`src/rtl/idle_handshake.sv`:
```
module idle_handshake #(
  parameter int NDMA = 2
) (
  input  logic            clk,
  input  logic            rst_n,
  input  logic            idle_req,
  input  logic [1:0]      idle_mode,
  input  logic [1:0]      clk_act,
  input  logic            is_master,
  input  logic            xfer_pending,
  input  logic            slave_sel,
  input  logic            irq,
  input  logic [NDMA-1:0] dma_req,
  input  logic            host_acc,
  output logic            idle_ack,
  output logic            host_err,
  output logic            host_clk_off,
  output logic            ser_clk_off
);

  localparam logic [1:0] MODE_FORCE = 2'b00;
  localparam logic [1:0] MODE_NONE  = 2'b01;

  logic ack_q, smart_q, err_q;
  logic busy, quiet, smart_mode, grant;

  assign busy       = is_master ? xfer_pending : slave_sel;
  assign quiet      = !busy && !irq && !(|dma_req);
  assign smart_mode = idle_mode[1];
  assign grant      = (idle_mode == MODE_FORCE) ||
                      (smart_mode && quiet && idle_mode != MODE_NONE);

  always_ff @(posedge clk or negedge rst_n) begin
    if (!rst_n) begin
      ack_q   <= 1'b0;
      smart_q <= 1'b0;
      err_q   <= 1'b0;
    end else begin
      err_q <= host_acc && idle_req;
      if (!idle_req) begin
        ack_q   <= 1'b0;
        smart_q <= 1'b0;
      end else if (!ack_q && grant) begin
        ack_q   <= 1'b1;
        smart_q <= smart_mode;
      end
    end
  end

  assign idle_ack     = ack_q;
  assign host_err     = err_q;
  assign host_clk_off = ack_q && smart_q && clk_act[0];
  assign ser_clk_off  = ack_q && smart_q && clk_act[1];

endmodule


```
`config.mk`:
```
export PLATFORM = sky130hd
export DESIGN_NAME = idle_handshake
export DESIGN_NICKNAME = d
export VERILOG_FILES = /design/src/rtl/idle_handshake.sv
export SDC_FILE = /design/constraint.sdc
export NUM_CORES = 1
export LEC_CHECK = 0
export BUFFER_PORTS_ARGS = -buffer_cell sky130_fd_sc_hd__buf_2
export CAP_MARGIN = 10
export CELL_PAD_IN_SITES_DETAIL_PLACEMENT = 1
export CELL_PAD_IN_SITES_GLOBAL_PLACEMENT = 1
export CORE_AREA = 2 2 39 41
export CTS_BUF_LIST = sky130_fd_sc_hd__clkbuf_4 sky130_fd_sc_hd__clkbuf_8
export DETAILED_ROUTE_END_ITERATION = 8
export DIE_AREA = 0 0 41 43
export MAX_ROUTING_LAYER = met4
export PLACE_DENSITY = 0.47
export SLEW_MARGIN = 10
export SYNTH_ARGS = -nofsm -noshare
export SYNTH_HDL_FRONTEND = slang
export SYNTH_SLANG_ARGS = --single-unit
```
`constraint.sdc`:
```
create_clock -name clk -period 1.5 [get_ports clk]
set_clock_uncertainty 0.1 [all_clocks]
set_input_delay 0.15 -clock clk [delete_from_list [all_inputs] [get_ports clk]]
set_output_delay 0.15 -clock clk [all_outputs]
set_load 0.03 [all_outputs]
```
Word-level counts from Yosys, hierarchy flattened
Cells that the tools add are included.
- output and inout port bits: 4
- bits in registers: 3
- bits of input ports: 14
- logic and storage cells: 26
- reduce and logical (&&, ||, !) cells: 16
- multiplexer cells: 5
- equal/unequal tests: 2
- operator list (cell ; count):
    $logic_and A1 B1 Y1 ; 9
    $mux W1 ; 5
    $logic_not A1 Y1 ; 4
    $ne A2 B1 Y1 const B ; 2
    $logic_not A2 Y1 ; 1
    $reduce_or A2 Y1 ; 1
    $logic_or A1 B1 Y1 ; 1

Depth between registers and ports, before layout
- depth in word-level cells: 10
- depth in mapped cells: 3
- gate-level depth less buffers: 3

Worst setup path before layout
OpenSTA, ideal clock, no wires.
- kind: register -> register
- start: register ack_q (netlist: idle_ack)
- end: register smart_q
- arrival time: 1.023 ns
- path buffers: 0
- clock period less this slack: 1.243 ns
- library setup time: 0.120 ns
- required time: 1.280 ns
- slack: 0.257 ns
- cell stages (with the launch flop): 3
- cell sequence: dfrtp_1 > o311a_1 > a31o_2
- word-level cells in the longest chain between the ends: 3
- ends and longest elaborated chain (item ; line ; source):
    start: declaration ; 24 ; logic ack_q, smart_q, err_q;
    start signal: assignment ; 35 ; ack_q <= 1'b0;
    start signal: assignment ; 41 ; ack_q <= 1'b0;
    start signal: assignment ; 44 ; ack_q <= 1'b1;
    $logic_not A1 Y1 ; 43 ; end else if (!ack_q && grant) begin
    $logic_and A1 B1 Y1 ; 43 ;
    $ne A2 B1 Y1 (no source line) ; n/a ;
    end signal: assignment ; 45 ; smart_q <= smart_mode;
    end: declaration ; 24 ;
No other way between the ends.
A chain may end at the register's enable or synchronous reset.

Worst setup path in the final report
- start: register ack_q (netlist: idle_ack)
- end: output host_clk_off
- word-level cells in the longest chain between the ends: 2
- ends and longest elaborated chain (item ; line ; source):
    $logic_and A1 B1 Y1 (2 in series) ; 52 ; assign host_clk_off = ack_q && smart_q && clk_act[0];
    end: declaration ; 17 ; output logic host_clk_off,
No other way between the ends.

==> results.txt <==
Ys Warns = 0
Storage cell area = 75.1 µm²
Fin crit share = 0.834
Lkg Pwr = 0.178 nW
CP Launch Type = flop
Area Overhead vs Synth = 95.1%
Worst hold stages = 2
Crit. End Element = primary output
Via count = 209
Buffers on Ports = 17
Largest area contributor in the netlist = dfrtp_1
Netlist cell types = 10
Synthesized instance count = 14
Share of cells above drive strength 1 = 0.611
Reg2reg start = idle_ack
Routed WL = 513 µm
FF+latch count, synth = 3
Clk root buf = clkbuf_4
Fill count = 171
Number of setup buffers added after CTS = 0
CTS Buffer Depth = 2
Crit Path Category = reg2out
Grt ovf = 0
First-pass GRT wire length = 828 µm
Final Hold Vio Count = 0
GP Congestion = 0.588
All-Layer GR Usage = 0.0763
Slew HR = 0.885
Drt pass-1 iters = 2
Main area contributors after synthesis = dfrtp_1, and3_1, and4b_1, mux2i_1, o311a_1
Vias in the first global route = 231
Number of antenna violations at the first check in global routing = 0
Post-synth top area share = 0.492
Worst hold path type = in2reg
I/O Pins = 18
Via-to-Cell Ratio = 4.02
Placed insts = 47
WL/cell = 9.87 µm
Max Clock Freq = 0.799 GHz
Largest net degree at the start of global routing = 7
Util after Layout = 0.215
Period minus WS final = 1.25 ns
Final #Nets = 51
DR iter-0 viols = 4
Most frequent cells in the layout = buf_2, clkbuf_4, dfrtp_1
Reg-to-Reg End = smart_q
Outcome = complete, no violations
Data arrival time of the worst path = 1.00 ns
Clk Latency, worst-skew pair = 0.23 ns
Worst Slack Setup Final = 0.249 ns
R2R setup slack = 0.34 ns
Final Cell Area = 298 µm²
Mapped Avg Cell Area = 10.9 µm²
Die area = 0.00176 mm²
Post-place instance area = 258 µm²
Core footprint = 0.00138 mm²
Row cnt = 14
Slew @ Worst Pin = 0.172 ns
Post-Place Setup Slack = 0.353 ns
Post-CTS resize count = 0
RSZ-0062 raised after global routing = no
Hold WS = 0.0299 ns
Inserted Diodes = 0
Die height = 43 µm
Pwr dens = 972 mW/mm²
Cell Count, Final, Fillers Out = 52
Commonest non-fill, non-tap cell in the layout = buf_2
Total Power = 0.290 mW
Die Width = 41 µm
CP Data Required Time = 1.25 ns
Post-synthesis sequential area ratio = 0.492
Area of the multi-input gates = 73.8 µm²
Slew Limit Fails = 0
WHS Endpoint = host_err
Syn Nets = 28
Cells on worst reg2reg path = 2
Antenna viol nets, final = 0
Clock transition at the registers of the reported paths = 0.04 ns
Post-route DRC = 0
Clock Sinks = 3
CTS tree = done
Hold Startpoint = host_acc
Effective utilization at floorplan = 0.110
Worst Path Max Fanout = 6
Finish-stage setup viols = 0
Sum Neg Setup Slack = 0 ns
Netlist Area Pre-Place = 153 µm²
Maximum vdd ir drop = 0.191 mV
Htree depth = 1
Total CTS buffers = 3
Max Cap Viol = 0
==> critical path, stage by stage (launching register included) <==
cell	delay, ns
dfrtp_1	0.41
and3_1	0.17
buf_2	0.19
==> synth_stat cells (all sizes together) <==
master / n
dfrtp: 3
and3: 2
nor2: 2
a31o: 1
and2: 1
and4b: 1
inv: 1
mux2i: 1
o311a: 1
o31a: 1
==> power breakdown <==
part	switching, mW	internal [mW]	leakage [nW]
logic	0.0196	0.0213	0.120
registers	0.00349	0.0852	0.0398
clock network	0.0422	0.118	0.0184
total	0.0653	0.224	0.178
==> metal layers <==
layer,global-route usage,part of all wire,vias up
li1,-,-,96
met1,0.0712,0.34,95
met2,0.113,0.46,18
met3,0.0366,0.20,0
met4,0.0600,0,0
met5,-,0,-
==> worst max-delay path by stage <==
stage / from / endpoint / slack (ns) / cells past startpoint
finish: idle_ack / host_clk_off / 0.25 / 2
global route: idle_ack / host_clk_off / 0.19 / 2
CTS: idle_ack / host_clk_off / 0.24 / 2
detailed placement: idle_ack / smart_q / 0.35 / 2
global placement: idle_ack / smart_q / 0.40 / 2
floorplan: idle_ack / smart_q / 0.26 / 2
==> sequential cells by signal, indices dropped and copies added (netlist names) <==
register,count
idle_ack,1
smart_q,1
host_err,1
==> repair_timing <==
action,4_1_cts,5_1_grt
endpoints found under the hold margin,3,0
hold buffers,1,0
setup endpoints to repair,0,0
==> logic make-up after synthesis <==
logic type | synth area share
and+or+nand+nor | 0.238
buffers and inverters | 0.0246
AOI/OAI and AO/OA | 0.180
muxes | 0.0656
DFF | 0.492
==> cell type report <==
cell class | count | area share
multi-input cells | 10 | 0.248
clock buffers | 4 | 0.101
flip-flops and latches | 3 | 0.252
inverters | 1 | 0.0126
repair buffers | 18 | 0.319
well taps | 16 | 0.0672
Power figures use the tool's default switching activity.
